File: config.mk
export PLATFORM = sky130hd
export DESIGN_NAME = bankmap_decode_top
export DESIGN_NICKNAME = d
export VERILOG_FILES = /design/src/rtl/bankmap_pkg.sv /design/src/rtl/bankmap_region.sv /design/src/rtl/bankmap_bankreg.sv /design/src/rtl/bankmap_select.sv /design/src/rtl/bankmap_decode_top.sv
export SDC_FILE = /design/constraint.sdc
export NUM_CORES = 1
export LEC_CHECK = 0
export BUFFER_PORTS_ARGS = -buffer_cell sky130_fd_sc_hd__buf_2
export CAP_MARGIN = 20
export CELL_PAD_IN_SITES_DETAIL_PLACEMENT = 0
export CELL_PAD_IN_SITES_GLOBAL_PLACEMENT = 1
export CORE_MARGIN = 5
export CORE_UTILIZATION = 25
export CTS_BUF_LIST = sky130_fd_sc_hd__clkbuf_8
export CTS_CLUSTER_SIZE = 24
export DETAILED_ROUTE_END_ITERATION = 16
export PLACE_DENSITY_LB_ADDON = 0.1
export SLEW_MARGIN = 40
export SYNTH_ARGS = -nofsm -noshare
export SYNTH_HDL_FRONTEND = slang
export SYNTH_SLANG_ARGS = --single-unit
File: constraint.sdc
create_clock -name clk -period 2.3 [get_ports clk]
set_input_delay 0.115 -clock clk [delete_from_list [all_inputs] [get_ports clk]]
set_output_delay 0.115 -clock clk [all_outputs]
set_load 0.01 [all_outputs]
File: src/rtl/bankmap_pkg.sv
package bankmap_pkg;

    // Region classes produced by the first decode stage
    typedef enum logic [3:0] {
        RG_FIXED_LOW = 4'd0,
        RG_BANKED    = 4'd1,
        RG_SWAP      = 4'd2,
        RG_ROM       = 4'd3,
        RG_SERIAL    = 4'd4,
        RG_PIO_USER  = 4'd5,
        RG_PIO_SYS   = 4'd6,
        RG_BANK_REG  = 4'd7,
        RG_HOLE      = 4'd8
    } region_e;

    // Active-high internal select set
    typedef struct packed {
        logic ram_a;
        logic ram_b;
        logic rom;
        logic serial;
        logic pio_user;
        logic pio_sys;
        logic bank_reg;
    } sel_t;

    // Fixed 4 KB block numbers (top nibble of the address)
    localparam logic [3:0] BLK_FIXED     = 4'h0;
    localparam logic [3:0] BLK_RAM_FIRST = 4'h1;
    localparam logic [3:0] BLK_RAM_LAST  = 4'h8;
    localparam logic [3:0] BLK_IO        = 4'h9;
    localparam logic [3:0] BLK_SWP_FIRST = 4'hA;
    localparam logic [3:0] BLK_SWP_LAST  = 4'hD;

    // Page numbers inside the I/O block (second nibble)
    localparam logic [3:0] PG_SERIAL   = 4'h1;
    localparam logic [3:0] PG_PIO_USER = 4'h2;
    localparam logic [3:0] PG_PIO_SYS  = 4'h3;
    localparam logic [3:0] PG_BANK_REG = 4'hF;

endpackage

File: src/rtl/bankmap_region.sv
module bankmap_region
    import bankmap_pkg::*;
#(
    parameter int PAGE_W = 8
) (
    input  logic [PAGE_W-1:0] page,
    output region_e           region
);
    localparam int NIB_W = 4;

    logic [NIB_W-1:0] blk;
    logic [NIB_W-1:0] sub;

    assign blk = page[PAGE_W-1 -: NIB_W];
    assign sub = page[PAGE_W-NIB_W-1 -: NIB_W];

    always_comb begin
        region = RG_HOLE;
        if (blk == BLK_FIXED) begin
            region = RG_FIXED_LOW;
        end else if (blk >= BLK_RAM_FIRST && blk <= BLK_RAM_LAST) begin
            region = RG_BANKED;
        end else if (blk == BLK_IO) begin
            unique case (sub)
                PG_SERIAL:   region = RG_SERIAL;
                PG_PIO_USER: region = RG_PIO_USER;
                PG_PIO_SYS:  region = RG_PIO_SYS;
                PG_BANK_REG: region = RG_BANK_REG;
                default:     region = RG_HOLE;
            endcase
        end else if (blk >= BLK_SWP_FIRST && blk <= BLK_SWP_LAST) begin
            region = RG_SWAP;
        end else begin
            region = RG_ROM;
        end
    end

endmodule

File: src/rtl/bankmap_bankreg.sv
module bankmap_bankreg #(
    parameter int BANK_W = 4
) (
    input  logic              clk,
    input  logic              rst_n,
    input  logic              wr_stb,
    input  logic              hit,
    input  logic [BANK_W-1:0] din,
    output logic [BANK_W-1:0] bank
);
    logic              load;
    logic [BANK_W-1:0] bank_nx;

    assign load = wr_stb & hit;

    always_comb begin
        bank_nx = bank;
        if (load) begin
            bank_nx = din;
        end
    end

    always_ff @(posedge clk or negedge rst_n) begin
        if (!rst_n) begin
            bank <= '0;
        end else begin
            bank <= bank_nx;
        end
    end


    bank_load_chk: assert property (@(posedge clk) disable iff (!rst_n)
        (wr_stb && hit) |=> (bank == $past(din)));


    bank_hold_chk: assert property (@(posedge clk) disable iff (!rst_n)
        !(wr_stb && hit) |=> $stable(bank));

endmodule

File: src/rtl/bankmap_select.sv
module bankmap_select
    import bankmap_pkg::*;
#(
    parameter int BANK_W = 4
) (
    input  region_e           region,
    input  logic [BANK_W-1:0] bank,
    output sel_t              sel,
    output logic [BANK_W-2:0] ram_hi
);
    localparam int HI_W = BANK_W - 1;

    logic              upper_dev;
    logic              bank_zero;
    logic [HI_W-1:0]   bank_low;

    assign upper_dev = bank[BANK_W-1];
    assign bank_zero = (bank == '0);
    assign bank_low  = bank[HI_W-1:0];

    always_comb begin
        sel    = '0;
        ram_hi = '0;
        unique case (region)
            RG_FIXED_LOW: begin
                sel.ram_a = 1'b1;
            end
            RG_BANKED: begin
                sel.ram_a = ~upper_dev;
                sel.ram_b = upper_dev;
                ram_hi    = bank_low;
            end
            RG_SWAP: begin
                if (bank_zero) begin
                    sel.rom = 1'b1;
                end else begin
                    sel.ram_a = ~upper_dev;
                    sel.ram_b = upper_dev;
                    ram_hi    = bank_low;
                end
            end
            RG_ROM:      sel.rom      = 1'b1;
            RG_SERIAL:   sel.serial   = 1'b1;
            RG_PIO_USER: sel.pio_user = 1'b1;
            RG_PIO_SYS:  sel.pio_sys  = 1'b1;
            RG_BANK_REG: sel.bank_reg = 1'b1;
            default: begin
                sel    = '0;
                ram_hi = '0;
            end
        endcase
    end

endmodule

File: src/rtl/bankmap_decode_top.sv
module bankmap_decode_top
    import bankmap_pkg::*;
#(
    parameter int ADDR_W = 16,
    parameter int PAGE_W = 8,
    parameter int BANK_W = 4
) (
    input  logic              clk,
    input  logic              rst_n,
    input  logic [ADDR_W-1:0] cpu_addr,
    input  logic              wr_stb,
    input  logic [BANK_W-1:0] data_lo,
    output logic              ram_a_n,
    output logic              ram_b_n,
    output logic              rom_n,
    output logic              ser_n,
    output logic              pio_usr_n,
    output logic              pio_sys_n,
    output logic              bank_sel_n,
    output logic [BANK_W-2:0] ram_hi
);
    localparam int HI_W = BANK_W - 1;

    region_e           region;
    logic [BANK_W-1:0] bank;
    sel_t              sel;
    logic [HI_W-1:0]   hi_int;
    logic [6:0]        sel_n_vec;

    bankmap_region #(.PAGE_W(PAGE_W)) u_region (
        .page   (cpu_addr[ADDR_W-1 -: PAGE_W]),
        .region (region)
    );

    bankmap_bankreg #(.BANK_W(BANK_W)) u_bankreg (
        .clk    (clk),
        .rst_n  (rst_n),
        .wr_stb (wr_stb),
        .hit    (region == RG_BANK_REG),
        .din    (data_lo),
        .bank   (bank)
    );

    bankmap_select #(.BANK_W(BANK_W)) u_select (
        .region (region),
        .bank   (bank),
        .sel    (sel),
        .ram_hi (hi_int)
    );

    assign ram_a_n    = ~sel.ram_a;
    assign ram_b_n    = ~sel.ram_b;
    assign rom_n      = ~sel.rom;
    assign ser_n      = ~sel.serial;
    assign pio_usr_n  = ~sel.pio_user;
    assign pio_sys_n  = ~sel.pio_sys;
    assign bank_sel_n = ~sel.bank_reg;
    assign ram_hi     = hi_int;

    assign sel_n_vec = {ram_a_n, ram_b_n, rom_n, ser_n, pio_usr_n, pio_sys_n, bank_sel_n};


    one_sel_chk: assert property (@(posedge clk) disable iff (!rst_n)
        $onehot0(~sel_n_vec));


    hi_idle_chk: assert property (@(posedge clk) disable iff (!rst_n)
        (ram_a_n && ram_b_n) |-> (ram_hi == '0));


    low_fixed_chk: assert property (@(posedge clk) disable iff (!rst_n)
        (cpu_addr < 16'h1000) |-> (!ram_a_n && ram_hi == '0));


    top_rom_chk: assert property (@(posedge clk) disable iff (!rst_n)
        (cpu_addr >= 16'hE000) |-> !rom_n);


    serial_page_chk: assert property (@(posedge clk) disable iff (!rst_n)
        (cpu_addr[ADDR_W-1 -: PAGE_W] == 8'h91) |-> !ser_n);


    bank_page_chk: assert property (@(posedge clk) disable iff (!rst_n)
        (cpu_addr[ADDR_W-1 -: PAGE_W] == 8'h9F) |-> !bank_sel_n);

endmodule

==> results of run 1 <==
## how the worst max path moves through the flow
| stage | start | end | slack (ps) | cells past startpoint |
|---|---|---|---|---|
| final | u_bankreg.bank[1] | ram_a_n | 550 | 4 |
| after global routing | u_bankreg.bank[1] | ram_a_n | 420 | 4 |
| after CTS | u_bankreg.bank[1] | ram_a_n | 520 | 4 |
| after detailed placement | u_bankreg.bank[1] | ram_a_n | 750 | 4 |
| after global placement | u_bankreg.bank[1] | ram_a_n | 740 | 4 |
| after floorplan | u_bankreg.bank[1] | ram_a_n | 1000 | 3 |
## power by group
group / total [mW] / internal (mW) / switching, mW / leakage, nW
registers: 0.0774 / 0.0743 / 0.00306 / 0.0551
logic: 0.0545 / 0.0286 / 0.0259 / 0.183
clock network: 0.144 / 0.111 / 0.0332 / 0.0216
total: 0.276 / 0.214 / 0.0622 / 0.260
## per-layer routing
| metal | wire [um] | global-route usage (%) | share of wire [%] |
|---|---|---|---|
| met1 | 375 | 11.29 | 44 |
| met2 | 365 | 11.38 | 43 |
| met3 | 111 | 5.747 | 13 |
| met4 | 0 | 4.972 | 0 |
| met5 | 0 | 0 | 0 |
## synth_stat cells
master,number
inv_1,2
nor3b_1,1
maj3_1,1
and4bb_4,1
or2b_1,1
nand2_1,3
a22oi_1,1
nand3b_1,2
and2_1,4
a211o_2,1
nand4_4,1
mux2_2,4
o21ai_0,1
nand3_1,2
o31ai_1,1
dfrtp_1,4
and2_2,1
xor2_1,1
o31a_2,1
nor4_1,1
## placed cells by master, fill, tap and decap left out
cell type      count
a211o_2            1
mux2_2             4
maj3_1             1
and4bb_4           1
buf_2             24
o31ai_1            1
xor2_1             1
nand3b_1           2
nor4_1             1
or2b_1             1
o31a_2             1
o21ai_0            1
dlygate4sd3_1      1
nand4_4            1
and2_1             4
dfrtp_1            4
nor3b_1            1
a22oi_1            1
inv_1              2
clkbuf_8           3
nand3_1            2
and2_2             1
nand2_1            3
## cells by family after synthesis
kind of cell,share of synthesized area (%)
AO/OA/AOI/OAI,11.81
AND/OR/NAND/NOR,37.64
flip-flops,29.52
buffers and inverters,2.215
adder cells (fa/ha/maj),2.952
XOR/XNOR,2.583
multiplexers,13.28
## through the flow
step | utilization, % | instance area [um2] | cells | hold WS (ps)
6_report | 41.19 | 529.3 | 77 | 133.7
5_1_grt | 41.19 | 529.3 | 77 | 134.5
4_1_cts | 41.19 | 529.3 | 77 | 129.9
3_5_place_dp | 37.20 | 478.0 | 73 | -77.90
3_3_place_gp | 37.20 | 478.0 | 73 | -75.54
2_1_floorplan | - | 339.1 | 34 | -180.6
## layout make-up
type | instances | area, um2 | share of cell area, %
clock buffers | 3 | 41.29 | 7.801
multi-input cells | 28 | 231.5 | 43.74
well taps | 15 | 18.77 | 3.546
inverters | 2 | 7.507 | 1.418
repair buffers | 25 | 130.1 | 24.59
flip-flops and latches | 4 | 100.1 | 18.91
==> impl_metrics.csv, run 1 <==
group,metric,value,unit
timing,rsz0062_at_grt,"false",
cts,clkTransAtPathRegs,30,ps
global_route,grt_pass1_vias,311,
synthesis,yosysTopAreaCell,"dfrtp_1",
routing,wire_per_inst,11.05,um
critical_path,path_buf_inv,1,
timing,max_freq,570.4,MHz
critical_path,r2r_start,"u_bankreg.bank[3]",
layout,areaGrowthSynthToFinish,56.09,%
layout,largest_reg_flops,4,
hold_path,holdPathStages,2,
place,dp_slack,749.5,ps
timing,drv_slew,0,
layout,fill_cells,131,
synthesis,yosysSeqAreaShare,29.52,%
floorplanning,start_util,26.39,%
floorplanning,rows,13,
timing,period_share,76.23,%
cts,cts_num_sinks,4,
pwr,vdd_ir_drop_max,323.4,uV
pwr,p_total,276.3,uW
pwr,p_leak,0.2598,nW
timing,fin_crit,1753,ps
run_status,outcome,"finished, final reports clean",
timing,slew-limit-headroom,62.92,%
cts,cts_tree,"built",
cts,cts_setup_buffers,0,
hold_path,hold_path.class,"input port to flip-flop",
synthesis,synth.area.top_cells,"dfrtp_1, mux2_2, and2_1",
timing,finalHoldViolations,0,
layout,fin_nets,87,
synthesis,syn_inst,34,
routing,first_iter_violations,3,
timing,finalClockSkew,0,ps
critical_path,crit_chain,"nor4_1, o21ai_0, a22oi_1, buf_2",
synthesis,yosysTopAreaCellShare,29.52,%
pwr,pwr_density_cell,522.0,nW/um2
cts,cts_resized,0,
hold_path,worstHoldStart,"data_lo[3]",
critical_path,cp.required,2180,ps
critical_path,max_stage_delay,530,ps
critical_path,cp_max_fo,3,
cts,cts_root_buf,"clkbuf_8",
layout,drive_above_1_share,58.06,%
global_route,antenna_found_initial,0,
cts,htree_levels,1,
synthesis,avgSynthCellArea,9.973,um2
routing,via_per_inst,4.519,
synthesis,synth_cell_types,20,
timing,worst_pin_slew,551.1,ps
place,port-buffer-count,24,
floorplanning,die_x,46.83,um
layout,diodes,0,
floorplanning,num_io_pins,33,
critical_path,crit_slowest_cell,"nor4_1",
routing,dr.pass1.iters,4,
cts,clk_latency,220,ps
critical_path,reg2reg_depth,1,
critical_path,worstSetupEndpointType,"primary output",
floorplanning,die_y,46.83,um
critical_path,crit_type,"flip-flop to primary output",
cts,ctsHoldBuffers,1,
routing,drt_wl_total,851,um
routing,drc,0,
synthesis,synth_seq_cells,4,
job,drv_cap,0,
timing,setup_viol,0,
timing,fin_ws,546.8,ps
floorplanning,die_area,2193,um2
routing,antenna_left,0,
synthesis,syn_nets,57,
synthesis,yosysWarningCount,0,
place,gp_congestion,0.6425,
global_route,grt_pass1_wl,1290,um
critical_path,reg2reg_to,"u_bankreg.bank[3]",
place,hpwl,716.7,um
global_route,grtUsageTotal,8.949,%
critical_path,start_kind,"flip-flop",
floorplanning,core,1285,um2
cts,clock_path_buffers,2,
global_route,grt_max_degree,8,
synthesis,syn_area,339.1,um2
critical_path,crit_family,"simple AND/OR/NAND/NOR gates",
critical_path,arrival,1640,ps
routing,vias,348,
hold_path,whs_endpoint,"u_bankreg.bank[3]",
timing,tns,0,ps
cts,numCtsBuffers,3,
global_route,grt-ovfl-total,0,
critical_path,r2r_slack,1470,ps
(Power assumes the default switching activity.)
==> run 2, diff against run 1 <==
--- a/config.mk
+++ b/config.mk
@@ -10,7 +10,7 @@
 export CELL_PAD_IN_SITES_DETAIL_PLACEMENT = 0
 export CELL_PAD_IN_SITES_GLOBAL_PLACEMENT = 1
 export CORE_MARGIN = 5
-export CORE_UTILIZATION = 25
+export CORE_UTILIZATION = 21
 export CTS_BUF_LIST = sky130_fd_sc_hd__clkbuf_8
 export CTS_CLUSTER_SIZE = 24
 export DETAILED_ROUTE_END_ITERATION = 16
==> constraint.sdc (replaced) <==
create_clock -name clk -period 1.5 [get_ports clk]
set_input_delay 0.075 -clock clk [delete_from_list [all_inputs] [get_ports clk]]
set_output_delay 0.075 -clock clk [all_outputs]
set_load 0.01 [all_outputs]
==> run 2 against run 1 <==
Compared with the run above: final cell count up 2.6%; die area increased by 15%; core utilization shrank 5.5 points; clock power increased by 53%; worst hold slack got worse by 37 ps; total power increased by 56%; worst setup slack worse by 520 ps; routed wire length grew 2.4%; critical endpoint unchanged.
==> impl_metrics.csv, run 2 (synthesis gave the netlist of run 1 again) <==
group,metric,value,unit
run_status,outcome,"finished, final reports clean",
critical_path,crit_chain,"nor4_2, buf_4, o21ai_1, a22oi_1, buf_2",
pwr,p_total,432.1,uW
global_route,grt_max_degree,8,
floorplanning,die_area,2518,um2
critical_path,reg2reg_depth,1,
timing,worst_pin_slew,323.6,ps
critical_path,reg2reg_to,"u_bankreg.bank[3]",
hold_path,holdPathStages,2,
layout,drive_above_1_share,60.32,%
critical_path,r2r_start,"u_bankreg.bank[3]",
pwr,pwr_density_cell,793.8,nW/um2
critical_path,critPathLaunch,"u_bankreg.bank[2]",
timing,drv_slew,0,
timing,rsz0062_at_grt,"true",
hold_path,whs_endpoint,"u_bankreg.bank[3]",
timing,max_freq,681.1,MHz
critical_path,max_stage_delay,380,ps
cts,cts_root_buf,"clkbuf_8",
cts,clkTransAtPathRegs,30,ps
global_route,grt_pass1_vias,352,
cts,clock_path_buffers,2,
layout,diodes,0,
routing,first_iter_violations,5,
critical_path,r2r_slack,680,ps
global_route,grt-ovfl-total,0,
routing,drc,0,
floorplanning,core,1524,um2
routing,wire_per_inst,11.03,um
layout,largest_reg_flops,4,
timing,setup_viol,0,
cts,cts_setup_buffers,0,
floorplanning,rows,14,
global_route,grt_pass1_wl,1462,um
routing,antenna_left,0,
global_route,grtUsageTotal,7.286,%
cts,htree_levels,1,
job,drv_cap,0,
timing,slew-limit-headroom,78.38,%
layout,final_common_cell,"buf_2",
floorplanning,die_y,50.18,um
cts,cts_tree,"built",
critical_path,cp.required,1420,ps
timing,finalHoldViolations,0,
place,port-buffer-count,24,
layout,final_cell_mix,"buf_2, and2_1, mux2_2, dfrtp_1",
cts,clk_latency,210,ps
critical_path,arrival,1390,ps
floorplanning,num_io_pins,33,
floorplanning,die_x,50.18,um
hold_path,worstHoldStart,"data_lo[3]",
critical_path,crit_slowest_cell,"dfrtp_1",
pwr,vdd_ir_drop_max,625.2,uV
critical_path,crit_type,"flip-flop to primary output",
routing,vias,352,
critical_path,start_kind,"flip-flop",
routing,dr.pass1.iters,2,
global_route,antenna_found_initial,0,
cts,numCtsBuffers,3,
critical_path,cp_max_fo,3,
cts,cts_num_sinks,4,
timing,fin_crit,1468,ps
floorplanning,start_util,22.25,%
routing,via_per_inst,4.456,
hold_path,hold_path.class,"input port to flip-flop",
timing,period_share,97.88,%
timing,finalClockSkew,0,ps
place,gp_congestion,0.7007,
pwr,p_leak,0.2656,nW
timing,holdWs,96.54,ps
layout,fin_nets,88,
routing,drt_wl_total,871,um
critical_path,worstSetupEndpointType,"primary output",
layout,fill_cells,171,
layout,areaGrowthSynthToFinish,60.52,%
## run 2: area by class of cell
class / instances / area (um2) / area share, %
Clock buffer: 3 / 41.29 / 7.586
Inverter: 2 / 7.507 / 1.379
Multi-Input combinational cell: 28 / 237.7 / 43.68
Sequential cell: 4 / 100.1 / 18.39
Tap cell: 16 / 20.02 / 3.678
Timing Repair Buffer: 26 / 137.6 / 25.29
## run 2: worst max-delay path by stage
| stage | cells after the start | endpoint | slack [ps] |
|---|---|---|---|
| finish | 5 | ram_a_n | 30 |
| global route | 5 | ram_a_n | -30 |
| CTS | 5 | ram_a_n | 3 |
| detailed placement | 5 | ram_a_n | 200 |
| global placement | 5 | ram_a_n | 170 |
| floorplan | 3 | ram_a_n | 240 |
## run 2: report_power, final
part           internal [mW]  switching, mW  leakage, nW
Sequential             0.114        0.00534       0.0551
Clock                  0.171         0.0498       0.0216
Combinational         0.0510         0.0415        0.189
Total                  0.335         0.0966        0.266
## run 2: timing repair
action	CTS	global route
hold endpoints to repair	4	0
hold buffers	1	0
endpoints found under the setup margin	1	2
resized for setup	1	1
pin swaps	2	0
## run 2: metal layers
layer	vias up	wire, um	global-route usage (%)
met5	-	0	0
met4	0	0	1.310
li1	185	-	-
met2	15	381	10.67
met1	152	413	9.567
met3	0	75	3.846
## run 2: metrics by stage
step	util [%]	worst slack [ps]	std cells	TNS [ps]	area [um2]
detailed placement	31.94	201.9	75	0	486.7
floorplan	-	237.1	34	0	339.1
finish	35.71	31.76	79	0	544.3
global route	35.71	-31.60	79	-31.60	544.3
CTS	35.30	2.601	79	0	538.0
global placement	31.94	167.6	75	0	486.7
## run 2: worst max-delay path, delay by kind of cell, from the launching register on
| family | cells | cell delay (ps) |
|---|---|---|
| AOI/OAI and AO/OA | 2 | 220 |
| buffers and inverters | 2 | 320 |
| and+or+nand+nor | 1 | 260 |
| DFF | 1 | 380 |
==> run 3, diff against run 2 <==
--- a/config.mk
+++ b/config.mk
@@ -7,14 +7,11 @@
 export LEC_CHECK = 0
 export BUFFER_PORTS_ARGS = -buffer_cell sky130_fd_sc_hd__buf_2
 export CAP_MARGIN = 20
-export CELL_PAD_IN_SITES_DETAIL_PLACEMENT = 0
-export CELL_PAD_IN_SITES_GLOBAL_PLACEMENT = 1
-export CORE_MARGIN = 5
-export CORE_UTILIZATION = 21
+export CORE_AREA = 5 5 42 44
 export CTS_BUF_LIST = sky130_fd_sc_hd__clkbuf_8
 export CTS_CLUSTER_SIZE = 24
 export DETAILED_ROUTE_END_ITERATION = 16
-export PLACE_DENSITY_LB_ADDON = 0.1
+export DIE_AREA = 0 0 47 49
 export SLEW_MARGIN = 40
 export SYNTH_ARGS = -nofsm -noshare
 export SYNTH_HDL_FRONTEND = slang
==> run 3 against run 2 <==
Compared with the run above: combinational power is 10% higher; sequential power hardly changed; clock skew stayed put; routed wire length is 1.6% lower; non-clock buffer count is 3 higher; final cell count is 3.8% higher; design area is 5.1% higher.
==> impl_metrics.csv, run 3 (synthesis gave the netlist of run 1 again) <==
group,metric,value,unit
cts,clk_latency,210,ps
timing,finalClockSkew,0,ps
global_route,use_met1,9.956,%
global_route,grt_max_degree,8,
critical_path,start_kind,"flip-flop",
layout,final_cell_mix,"buf_2, and2_1, mux2_2, buf_4",
global_route,busiest_layer,"met2",
global_route,use_met3,1.107,%
pwr,p_total,441.6,uW
critical_path,reg2reg_depth,2,
routing,wire_per_inst,10.45,um
floorplanning,start_util,24.20,%
routing,dr.pass1.iters,4,
run_status,outcome,"finished, final reports clean",
layout,largest_reg_flops,4,
global_route,use_met2,12.67,%
cts,cts_num_sinks,4,
timing,setup_viol,0,
pwr,pwr_density_cell,772.2,nW/um2
critical_path,r2r_start,"u_bankreg.bank[3]",
timing,max_freq,686.0,MHz
layout,drive_above_1_share,65.15,%
global_route,grtUsageTotal,8.186,%
critical_path,cp.required,1420,ps
hold_path,whs_endpoint,"u_bankreg.bank[2]",
layout,areaGrowthSynthToFinish,68.63,%
job,drv_cap,0,
critical_path,cp_max_fo,3,
global_route,antenna_found_initial,0,
hold_path,worstHoldStart,"data_lo[2]",
cts,clkTransAtPathRegs,30,ps
timing,period_share,97.18,%
routing,drc,0,
routing,first_iter_violations,7,
floorplanning,die_y,49,um
place,hpwl,706.1,um
cts,cts_tree,"built",
timing,rsz0062_at_grt,"true",
timing,slew-limit-headroom,75.89,%
layout,diodes,0,
hold_path,holdPathStages,2,
timing,drv_slew,0,
critical_path,crit_type,"flip-flop to primary output",
place,gp_congestion,0.7024,
hold_path,hold_path.class,"input port to flip-flop",
timing,holdWs,93.18,ps
cts,clock_path_buffers,2,
routing,via_per_inst,4.524,
floorplanning,rows,14,
critical_path,r2r_slack,580,ps
layout,final_common_cell,"buf_2",
cts,htree_levels,1,
floorplanning,die_x,47,um
routing,vias,371,
routing,antenna_left,0,
pwr,vdd_ir_drop_max,456.3,uV
cts,cts_root_buf,"clkbuf_8",
place,port-buffer-count,24,
global_route,grt_pass1_vias,348,
timing,fin_crit,1458,ps
critical_path,worstSetupEndpointType,"primary output",
floorplanning,die_area,2303,um2
timing,worst_pin_slew,360.9,ps
layout,fin_nets,91,
floorplanning,num_io_pins,33,
critical_path,reg2reg_to,"u_bankreg.bank[3]",
cts,numCtsBuffers,3,
routing,drt_wl_total,857,um
timing,finalHoldViolations,0,
global_route,grt-ovfl-total,0,
floorplanning,core,1401,um2
pwr,p_leak,0.2817,nW
critical_path,arrival,1380,ps
global_route,grt_pass1_wl,1407,um
[run 3: critical path, stage by stage (launching register included)]
cell and delay [ps]:
dfrtp_2 390, nor4_2 250, buf_4 160, o21ai_2 50
a22oi_1 160, buf_2 160
[run 3: layer usage]
layer	up-vias	part of all wire (%)
li1	190	-
met1	168	43
met2	13	49
met3	0	8.1
met4	0	0
met5	-	0
[run 3: report_power, final]
part | internal, mW | total, mW | switching [mW]
Clock | 0.171 | 0.222 | 0.0510
Sequential | 0.114 | 0.118 | 0.00352
Combinational | 0.0563 | 0.102 | 0.0460
[run 3: worst max-delay path by stage]
stage | from | end | slack (ps) | cells past startpoint
2_1_floorplan | u_bankreg.bank[1] | ram_a_n | 240 | 3
3_3_place_gp | u_bankreg.bank[1] | ram_a_n | 190 | 5
3_5_place_dp | u_bankreg.bank[1] | ram_a_n | 180 | 5
4_1_cts | u_bankreg.bank[2] | ram_a_n | 10 | 5
5_1_grt | u_bankreg.bank[3] | ram_a_n | -30 | 5
6_report | u_bankreg.bank[3] | ram_a_n | 40 | 5
[run 3: layout make-up]
class	instances	area, um2
repair buffers	29	160.2
multi-input cells	28	241.5
well taps	16	20.02
clock buffers	3	41.29
flip-flops and latches	4	101.3
fillers	148	829.5
inverters	2	7.507
[run 3: timing repair]
action,CTS,global route
hold endpoints to repair,4,0
hold buffers,1,0
pin swaps,2,3
gates cloned,0,0
endpoints found under the setup margin,1,1
setup buffers,2,1
gates resized for setup,1,3
[run 3: per-stage QoR]
| stage | area (um2) | cells | utilization, % | setup WS, ps | TNS, ps |
|---|---|---|---|---|---|
| floorplan | 339.1 | 34 | - | 237.1 | 0 |
| global placement | 486.7 | 75 | 34.73 | 188.8 | 0 |
| detailed placement | 486.7 | 75 | 34.73 | 175.8 | 0 |
| CTS | 559.3 | 81 | 39.91 | 9.945 | 0 |
| global route | 571.8 | 82 | 40.80 | -34.24 | -34.24 |
| finish | 571.8 | 82 | 40.80 | 42.26 | 0 |
